**src/rtl/pwr_mode_ctrl.sv**
```systemverilog
module pwr_mode_ctrl #(
  parameter int         ENTRY_CYCLES = 2,
  parameter logic [7:0] OPT_RESET    = 8'h03
) (
  input  logic       clk,
  input  logic       rst_n,
  input  logic       reg_wr,
  input  logic [1:0] reg_addr,
  input  logic [7:0] reg_wdata,
  output logic [7:0] reg_rdata,
  input  logic       sleep_req,
  input  logic       deep_sleep,
  input  logic       irq_pending,
  input  logic       wake,
  input  logic       debug_en,
  output logic [7:0] mode_onehot,
  output logic       sys_clk_en,
  output logic       bus_clk_en,
  output logic       stop_entered
);
  localparam int PW = $clog2(ENTRY_CYCLES + 1);
  localparam logic [PW-1:0] LAST = PW'(ENTRY_CYCLES);
  localparam logic [7:0] M_RUN   = 8'h01;
  localparam logic [7:0] M_STOP  = 8'h02;
  localparam logic [7:0] M_VLPR  = 8'h04;
  localparam logic [7:0] M_VLPW  = 8'h08;
  localparam logic [7:0] M_VLPS  = 8'h10;
  localparam logic [7:0] M_LLS   = 8'h20;
  localparam logic [7:0] M_VLLS  = 8'h40;
  localparam logic [7:0] M_HSRUN = 8'h80;
  localparam logic [7:0] PERM_MASK = 8'hAA;

  logic [7:0]    perm_q;
  logic          perm_locked;
  logic [2:0]    stopm_q;
  logic [1:0]    runm_q;
  logic          abort_q;
  logic [2:0]    opt_sub_q;
  logic          opt_por_q;
  logic [1:0]    opt_part_q;
  logic [7:0]    stat_q;
  logic [7:0]    resume_q;
  logic [PW-1:0] phase_q;
  logic          stopped_q;
  logic          waiting_q;
  logic [1:0]    part_q;

  logic       wr_perm, wr_ctrl, wr_opt;
  logic       stop_ok, run_ok, idle, stop_go, wait_go;
  logic [1:0] run_new;
  logic [7:0] stop_target;

  assign wr_perm = reg_wr && reg_addr == 2'd0 && !perm_locked;
  assign wr_ctrl = reg_wr && reg_addr == 2'd1;
  assign wr_opt  = reg_wr && reg_addr == 2'd2;
  assign run_new = reg_wdata[6:5];

  always_comb begin
    case (reg_wdata[2:0])
      3'b000:  stop_ok = 1'b1;
      3'b010:  stop_ok = perm_q[5];
      3'b011:  stop_ok = perm_q[3];
      3'b100:  stop_ok = perm_q[1];
      default: stop_ok = 1'b0;
    endcase
  end

  always_comb begin
    run_ok = 1'b0;
    if (run_new != runm_q) begin
      case (run_new)
        2'b00: run_ok = (runm_q == 2'b10 && stat_q == M_VLPR) ||
                        (runm_q == 2'b11 && stat_q == M_HSRUN);
        2'b10: run_ok = perm_q[5] && stat_q == M_RUN && runm_q == 2'b00;
        2'b11: run_ok = perm_q[7] && stat_q == M_RUN && runm_q == 2'b00;
        default: run_ok = 1'b0;
      endcase
    end
  end

  always_ff @(posedge clk or negedge rst_n) begin
    if (!rst_n) begin
      perm_q      <= 8'h00;
      perm_locked <= 1'b0;
      stopm_q     <= 3'b000;
      runm_q      <= 2'b00;
      opt_sub_q   <= OPT_RESET[2:0];
      opt_por_q   <= OPT_RESET[5];
      opt_part_q  <= OPT_RESET[7:6];
    end else begin
      if (wr_perm) begin
        perm_q      <= reg_wdata & PERM_MASK;
        perm_locked <= 1'b1;
      end
      if (wr_ctrl && stop_ok) stopm_q <= reg_wdata[2:0];
      if (wr_ctrl && run_ok)  runm_q  <= run_new;
      if (wr_opt) begin
        opt_por_q <= reg_wdata[5];
        if (!reg_wdata[2])           opt_sub_q  <= reg_wdata[2:0];
        if (reg_wdata[7:6] != 2'b11) opt_part_q <= reg_wdata[7:6];
      end
    end
  end

  assign idle    = phase_q == '0 && !stopped_q && !waiting_q;
  assign stop_go = idle && sleep_req && deep_sleep && (stat_q == M_RUN || stat_q == M_VLPR);
  assign wait_go = idle && sleep_req && !deep_sleep && stat_q == M_VLPR;

  always_comb begin
    case (stopm_q)
      3'b000:  stop_target = (opt_part_q != 2'b00 || debug_en) ? stat_q : M_STOP;
      3'b010:  stop_target = debug_en ? stat_q : M_VLPS;
      3'b011:  stop_target = M_LLS;
      3'b100:  stop_target = M_VLLS;
      default: stop_target = stat_q;
    endcase
  end

  always_ff @(posedge clk or negedge rst_n) begin
    if (!rst_n) begin
      stat_q    <= M_RUN;
      resume_q  <= M_RUN;
      phase_q   <= '0;
      stopped_q <= 1'b0;
      waiting_q <= 1'b0;
      part_q    <= 2'b00;
      abort_q   <= 1'b0;
    end else if (phase_q != '0) begin
      if (irq_pending) begin
        abort_q <= 1'b1;
        phase_q <= '0;
      end else if (phase_q == LAST) begin
        phase_q   <= '0;
        stopped_q <= 1'b1;
        stat_q    <= stop_target;
        part_q    <= (stopm_q == 3'b000) ? opt_part_q : 2'b00;
      end else begin
        phase_q <= phase_q + 1'b1;
      end
    end else if (stopped_q || waiting_q) begin
      if (wake) begin
        stat_q    <= resume_q;
        stopped_q <= 1'b0;
        waiting_q <= 1'b0;
      end
    end else if (stop_go) begin
      phase_q  <= PW'(1);
      abort_q  <= 1'b0;
      resume_q <= stat_q;
    end else if (wait_go) begin
      waiting_q <= 1'b1;
      resume_q  <= stat_q;
      stat_q    <= M_VLPW;
    end else begin
      if (stat_q == M_RUN && runm_q == 2'b10)        stat_q <= M_VLPR;
      else if (stat_q == M_RUN && runm_q == 2'b11)   stat_q <= M_HSRUN;
      else if (stat_q == M_VLPR && runm_q == 2'b00)  stat_q <= M_RUN;
      else if (stat_q == M_HSRUN && runm_q == 2'b00) stat_q <= M_RUN;
    end
  end

  always_comb begin
    case (reg_addr)
      2'd0:    reg_rdata = perm_q;
      2'd1:    reg_rdata = {1'b0, runm_q, 1'b0, abort_q, stopm_q};
      2'd2:    reg_rdata = {opt_part_q, opt_por_q, 2'b00, opt_sub_q};
      default: reg_rdata = stat_q;
    endcase
  end

  assign mode_onehot  = stat_q;
  assign stop_entered = stopped_q;
  assign sys_clk_en   = !(stopped_q || waiting_q);
  assign bus_clk_en   = !stopped_q || part_q == 2'b10;
endmodule

```
**config.mk**
```make
export PLATFORM = sky130hd
export DESIGN_NAME = pwr_mode_ctrl
export DESIGN_NICKNAME = d
export VERILOG_FILES = /design/src/rtl/pwr_mode_ctrl.sv
export SDC_FILE = /design/constraint.sdc
export NUM_CORES = 1
export LEC_CHECK = 0
export BUFFER_PORTS_ARGS = -buffer_cell sky130_fd_sc_hd__clkbuf_2
export CAP_MARGIN = 20
export CORE_MARGIN = 1
export CORE_UTILIZATION = 59
export CTS_CLUSTER_SIZE = 14
export DETAILED_ROUTE_END_ITERATION = 6
export PLACE_DENSITY = 0.95
export SYNTH_ARGS = -nofsm -noshare
export SYNTH_HDL_FRONTEND = slang
export SYNTH_SLANG_ARGS = --single-unit
```
**constraint.sdc**
```tcl
create_clock -name clk -period 5.35 [get_ports clk]
set_input_delay 0.535 -clock clk [delete_from_list [all_inputs] [get_ports clk]]
set_output_delay 0.535 -clock clk [all_outputs]
set_load 0.1 [all_outputs]
```
# == After elaboration in Yosys (flattened, before gate mapping) ==
# Index checks and enable logic that the tools add are counted.
# totals
ff_bits,38
input_bits,18
output_inout_bits,19
word_cells,143
# classes
n_addsub,1
n_eq_ne,30
muxes,38
n_bitwise,4
reduce_logical,56
# op_table
operator,count
8-bit two-way mux,15
8-bit case mux with 4 select lines,1
8-bit case mux with 3 select lines,1
1-bit logical AND,23
"2-bit equality test, second input constant",7
2-bit nonzero test,7
1-bit two-way mux,13
"3-bit by 2-bit equality test with 1-bit output, second input constant",4
2-bit two-way mux,6
"2-bit != test, second input constant",5
"3-bit != test, second input constant",3
3-bit AND reduction,3
"8-bit by 1-bit equality test with 1-bit output, second input constant",1
"8-bit by 3-bit equality test with 1-bit output, second input constant",1
"8-bit equality test, second input constant",1
2-bit zero test,4
4-bit AND reduction,2
8-bit AND reduction,1
7-bit nonzero test,1
"3-bit equality test, second input constant",2
3-bit zero test,2
2-bit AND reduction,3
1-bit zero test,5
1-bit logical OR,5
9 further kinds,13

# == Logic depth before layout (Yosys ltp) ==
# Gate-level depths: netlist of run 1.
# logic_depth
ltp_word,10
mapped_depth,6
depth_no_buf,5

# == Worst setup path before layout of run 1 ==
# Ideal clock, no wire load.
# synth_path
path_type,input to output
from,input reg_addr[0]
to,output reg_rdata[3]
arrival_ps,3100
required_time_ps,4815
path_slack_ps,1715
cell_stages,3
n_path_buf,1
cell_sequence,buf_1 > mux2i_1 > o21ai_0
# synth_between
elab_chain_cells,2
elab_cells_between_ends,4
cone_classes,eq/ne: 2; mux: 1; reduce/logical: 1
# synth_rtl
item,line_no,text
from (decl),8,"input logic [1:0] reg_addr,"
2-bit equality test (tied with other cells),163,case (reg_addr)
8-bit case mux with 3 select lines *,163,
to (decl),10,"output logic [7:0] reg_rdata,"
# Every way passes the cells marked *; elsewhere a longest branch is shown, timed or not.

# == Worst setup path after layout of run 1 ==
# layout_path
from,"register stopped_q, in the netlist stop_entered"
to,output sys_clk_en
# layout_between
elab_chain_cells,2
# layout_rtl
item,line_no,text
from (decl),44,logic stopped_q;
from (signal assigned),124,stopped_q <= 1'b0;
from (signal assigned),134,stopped_q <= 1'b1;
from (signal assigned),143,stopped_q <= 1'b0;
1-bit logical OR,173,assign sys_clk_en = !(stopped_q || waiting_q);
1-bit zero test,173,
to (decl),17,"output logic sys_clk_en,"
# Every way passes these cells.

==> results of run 1 <==
cell usage after synthesis, drive strengths merged, types with 5 or more instances:
library cell | count | area (um^2)
nor2b | 13 | 81.3
inv | 5 | 18.8
nor2 | 18 | 70.1
buf | 5 | 22.5
nand3 | 5 | 30.0
nand2 | 15 | 56.3
o21ai | 13 | 68.8
dfrtp | 34 | 851
mux2 | 21 | 236
a21oi | 6 | 33.8
a22o | 7 | 61.3
nand4 | 5 | 31.3
state kept, by name (all words and copies together), names as in the netlist:
signal,count
phase_q,2
resume_q,8
opt_sub_q,2
opt_part_q,2
opt_por_q,1
part_q,2
perm_locked,1
stopm_q,3
abort_q,1
mode_onehot,8
perm_q,4
runm_q,2
waiting_q,1
stop_entered,1
critical path, delay by kind of cell (launching register included):
family,cells,cell delay [ns]
DFF,1,0.51
buffers and inverters,1,0.54
and+or+nand+nor,1,0.41
final cells by class:
cell class	instances	share of cell area
Timing Repair Buffer	35	0.0761
Inverter	5	0.00815
Multi-Input combinational cell	142	0.451
Sequential cell	38	0.415
Clock buffer	8	0.0255
Tap cell	44	0.0239
metal layers:
layer | share of wire | vias up | track usage
met4 | 0.010 | 0 | 0.0974
li1 | - | 776 | -
met3 | 0.069 | 6 | 0.0917
met5 | 0 | - | 0
met1 | 0.42 | 838 | 0.368
met2 | 0.50 | 72 | 0.443
where the power goes:
| part | total (mW) | internal [mW] | switching [mW] |
|---|---|---|---|
| Clock | 0.159 | 0.0648 | 0.0943 |
| Sequential | 0.455 | 0.359 | 0.0964 |
| Combinational | 0.596 | 0.184 | 0.412 |
| Total | 1.21 | 0.608 | 0.602 |
path summary, 6_finish.rpt:
check	start	to	slack, ns	cells past startpoint
setup / recovery	stop_entered	sys_clk_en	3.01	2
hold / removal	rst_n	opt_part_q[1]	0.29	1
setup reg to reg	mode_onehot[5]	resume_q[2]	3.43	5
hold reg to reg	perm_locked	perm_locked	0.49	1
max in group asynchronous	rst_n	perm_locked	4.47	1
min in group clk	irq_pending	phase_q[1]	0.40	2
per-stage QoR:
stage               hold WS, ns  power (mW)  instances  cell area, um^2
global route              0.343        1.27        272             2300
finish                    0.286        1.21        272             2300
global placement          0.449        1.03        264             2240
CTS                       0.303        1.21        272             2300
detailed placement        0.461        1.05        264             2240
floorplan                 0.239       0.935        191             2040
kinds of logic after synthesis:
logic type	share of synthesized area
simple gates	0.233
flops	0.469
compound gates	0.120
mux	0.148
buf+inv	0.0221
xor+xnor	0.00859
==> out/results.ini, run 1 <==
[finish]
nFillCells = 252
area_growth_pct = 12.9
final_cell_mix = 35 x clkbuf_2, 34 x dfrtp_1, 17 x nor2_1
antennaDiodeCount = 0
regArea_um2 = 956
layout_commonest_cell = clkbuf_2
nNetsFinal = 245
layout-drive-gt1-share = 0.320
multi_input_area_um2 = 1040
fin_util = 0.730

[floorplan]
dieArea_um2 = 3700
rows = 20
die_x_um = 60.8
die_height_um = 60.8
core-area_um2 = 3150
start_util = 0.647
io_pins = 37

[critical_path]
worstSetupEndpointType = primary output
critPathLaunchType = flop
cpPeakStageDelay_ns = 0.54
path_cells = nor2_1, clkbuf_2
critPathRequiredTime_ns = 4.82
cpMaxStageDelayCell = clkbuf_2
worstPathArrival_ns = 1.81
critPathMaxFanout = 8
critPathKind = flop to primary output

[sta]
fmax_mhz = 427
slew_headroom = 0.384
finalHoldViolCount = 0
fin_crit_ns = 2.34
finalSetupViolCount = 0
worstMarginPinSlew_ns = 0.924
post-route-period-util = 0.438
drv_slew = 0
finalSetupTns_ns = 0
rsz0062_at_grt = no
clock_skew_ns = 0.0204
setup_slack_ns = 3.01

[cts]
ctsHoldBuffers = 0
clk_pin_slew_ns = 0.12
clkSinkCount = 38
cts_tree = built
cts_resized = 0
clockBufferDepth = 2
ctsRootBufferMaster = clkbuf_4
cts_post_setup_buffers_inserted = 0
insertion_delay_ns = 0.36
numCtsBuffers = 5
htree_levels = 2

[detailed_routing]
drtIter0Drc = 152
dr.pass1.iters = 4
wl_per_cell_um = 17.2
postRouteAntennaNets = 0
totalWireLength_mm = 4.68
vias = 1692
drc = 0
viasPerCell = 6.22

[placed_design]
place_hpwl_mm = 3.47
place_ws_ns = 3.03
io_buffer_count = 35
gp_congestion = 0.919

[synth]
ys_warn_count = 0
async_reset_ff_frac = 1.00
synth-seq-cells = 38
synth_edf_count = 0
netlist-cell-type-count = 49
synthCells = 191
syn_area_per_cell_um2 = 10.7
synth-main-ff-cell = dfrtp_1
netlist_area_um2 = 2040
ys_seq_area_frac = 0.469
synth_fp_nets = 209

[power_and_ir_drop]
static-leakage-power_nw = 1.09
pwr_density_cell_nw_per_um2 = 525
ir_worst_vdd_mv = 0.305

[global_route]
grt_usage = 0.281
grt_pass1_wl_mm = 7.22
grt_pass1_vias = 1529
antenna_found_initial = 0
grt_max_degree = 39
overflow = 0

[min_path]
holdCritPathClass = input port to asynchronous set/reset pin

[outcome]
status = complete, no violations

[job]
drv_cap = 0

Power figures use the tool's default switching activity.
==> inputs of run 2 (changes only) <==
--- a/config.mk
+++ b/config.mk
@@ -8,10 +8,10 @@
 export BUFFER_PORTS_ARGS = -buffer_cell sky130_fd_sc_hd__clkbuf_2
 export CAP_MARGIN = 20
 export CORE_MARGIN = 1
-export CORE_UTILIZATION = 59
+export CORE_UTILIZATION = 50
 export CTS_CLUSTER_SIZE = 14
 export DETAILED_ROUTE_END_ITERATION = 6
-export PLACE_DENSITY = 0.95
+export PLACE_DENSITY = 0.87
 export SYNTH_ARGS = -nofsm -noshare
 export SYNTH_HDL_FRONTEND = slang
 export SYNTH_SLANG_ARGS = --single-unit
==> constraint.sdc (replaced) <==
create_clock -name clk -period 1.95 [get_ports clk]
set_input_delay 0.195 -clock clk [delete_from_list [all_inputs] [get_ports clk]]
set_output_delay 0.195 -clock clk [all_outputs]
set_load 0.1 [all_outputs]
==> run 2 against run 1 <==
Global-route usage is 2.6 points lower. Clock-buffer cell count is 1 lower. Die area is 17% higher. Critical path type unchanged. Critical path depth is 1 higher. Core utilization is 7.4 points lower. Final cell count is 5.5% higher. Via count is 1.0% lower. Sequential power grew to 2.7 times the previous value. Critical endpoint is now reg_rdata[0]. Clock skew is 0.0076 ns lower. First-iteration DRC count is 26% lower. Hold slack worse by 0.15 ns. Wire length is 3.2% higher.
==> out/results.ini, run 2 (synthesized netlist as in run 1, its figures left out) <==
[critical_path]
path_cells = mux2_2, a22o_2, buf_2
worst-path-buf-inv = 1
cpMaxStageDelayCell = dfstp_4
critPathLaunchType = flop
critPathKind = flop to primary output
critPathRequiredTime_ns = 1.75
cpPeakStageDelay_ns = 0.68
ff2ff_path_depth = 5
worstSetupEndpointType = primary output
cp_top_family = flip-flops
critPathMaxFanout = 10
worstPathArrival_ns = 1.69
worstReg2RegStart = mode_onehot[5]
r2r-end = resume_q[2]
reg2reg_slack_ns = 0.10

[cts]
htree_levels = 2
cts_post_setup_buffers_inserted = 0
clockBufferDepth = 2
cts_tree = built
ctsRootBufferMaster = clkbuf_8
insertion_delay_ns = 0.30
clkSinkCount = 38
clk_pin_slew_ns = 0.08
numCtsBuffers = 5

[floorplan]
rows = 22
die_height_um = 65.9
start_util = 0.537
dieArea_um2 = 4340
io_pins = 37
core-area_um2 = 3800
die_x_um = 65.9

[finish]
antennaDiodeCount = 0
layout-drive-gt1-share = 0.406
fin_util = 0.656
nFillCells = 295
instances_no_fill = 287
layout_commonest_cell = clkbuf_2
nNetsFinal = 256
final_cell_mix = 34 x clkbuf_2, 26 x dfrtp_1, 15 x nor2_1, 15 x nand2_1, 14 x mux2_2
area_growth_pct = 22.1

[detailed_routing]
wl_per_cell_um = 16.8
drc = 0
drtIter0Drc = 113
vias = 1675
totalWireLength_mm = 4.83
viasPerCell = 5.84
postRouteAntennaNets = 0
dr.pass1.iters = 4

[power_and_ir_drop]
clkPwrFrac = 0.182
pwr-share-comb = 0.475
static-leakage-power_nw = 1.17
power_mw = 3.67
sequentialPowerShare = 0.342
power.internal_mw = 1.96
switching_power_mw = 1.71
switching_share = 0.467
pwr_density_cell_nw_per_um2 = 1470
ir_worst_vdd_mv = 0.778

[global_route]
grt_max_degree = 26
grt_pass1_vias = 1664
overflow = 0
grt_pass1_wl_mm = 8.11
grt_usage = 0.256
antenna_found_initial = 0

[placed_design]
gp_congestion = 0.860
io_buffer_count = 35
place_hpwl_mm = 3.60
dp_cells = 278

[sta]
fmax_mhz = 529
post-route-period-util = 0.969
fin_crit_ns = 1.89
rsz0062_at_grt = no
drv_slew = 0
finalHoldViolCount = 0
worstMarginPinSlew_ns = 0.517
fin_hold_ws_ns = 0.134
clock_skew_ns = 0.0127
slew_headroom = 0.651
finalSetupViolCount = 0
finalSetupTns_ns = 0

[min_path]
hold_end = phase_q[1]
min-delay-start = irq_pending
hold_depth = 2
holdCritPathClass = input port to flop

[job]
drv_cap = 0

[outcome]
status = complete, no violations

## run 2: metal layers
layer	track usage	wire [um]
met1	0.349	2240
met2	0.395	2330
met3	0.0586	205
met4	0.0897	50
met5	0	0
## run 2: stage by stage
stage	worst slack, ns	area (um^2)
floorplan	-0.0734	2090
global placement	0.187	2370
detailed placement	0.113	2370
CTS	0.0222	2480
global route	0.0104	2490
finish	0.0602	2490
## run 2: how the worst max path moves through the flow
stage,cells past startpoint,endpoint,from
after floorplan,5,mode_onehot[7],stop_entered
after global placement,5,resume_q[2],mode_onehot[5]
after detailed placement,5,mode_onehot[3],mode_onehot[6]
after CTS,3,reg_rdata[0],mode_onehot[0]
after global routing,5,resume_q[2],mode_onehot[5]
final,3,reg_rdata[0],mode_onehot[0]
## run 2: layout make-up
cell class                 count  area (um^2)  area share
tap                           48         60.1      0.0241
sequential                    38          975       0.391
multi-input combinational    142         1070       0.430
clock inverter                 1         30.0      0.0121
inverter                       5         18.8     0.00753
timing repair buffer          46          260       0.104
clock buffer                   7         76.3      0.0306
## run 2: timing repair
| item | CTS | global route |
|---|---|---|
| endpoints found under the hold margin | 12 | 0 |
| gates resized for setup | 0 | 2 |
| hold buffers | 1 | 0 |
| endpoints found under the setup margin | 0 | 3 |
## run 2: power groups by stage
stage / sequential (mW) / combinational [mW] / clock (mW)
3_5_place_dp: 1.27 / 1.73 / 0
2_1_floorplan: 1.47 / 1.17 / 0
6_report: 1.25 / 1.74 / 0.669
5_1_grt: 1.28 / 1.84 / 0.708
4_1_cts: 1.25 / 1.74 / 0.674
3_3_place_gp: 1.25 / 1.69 / 0
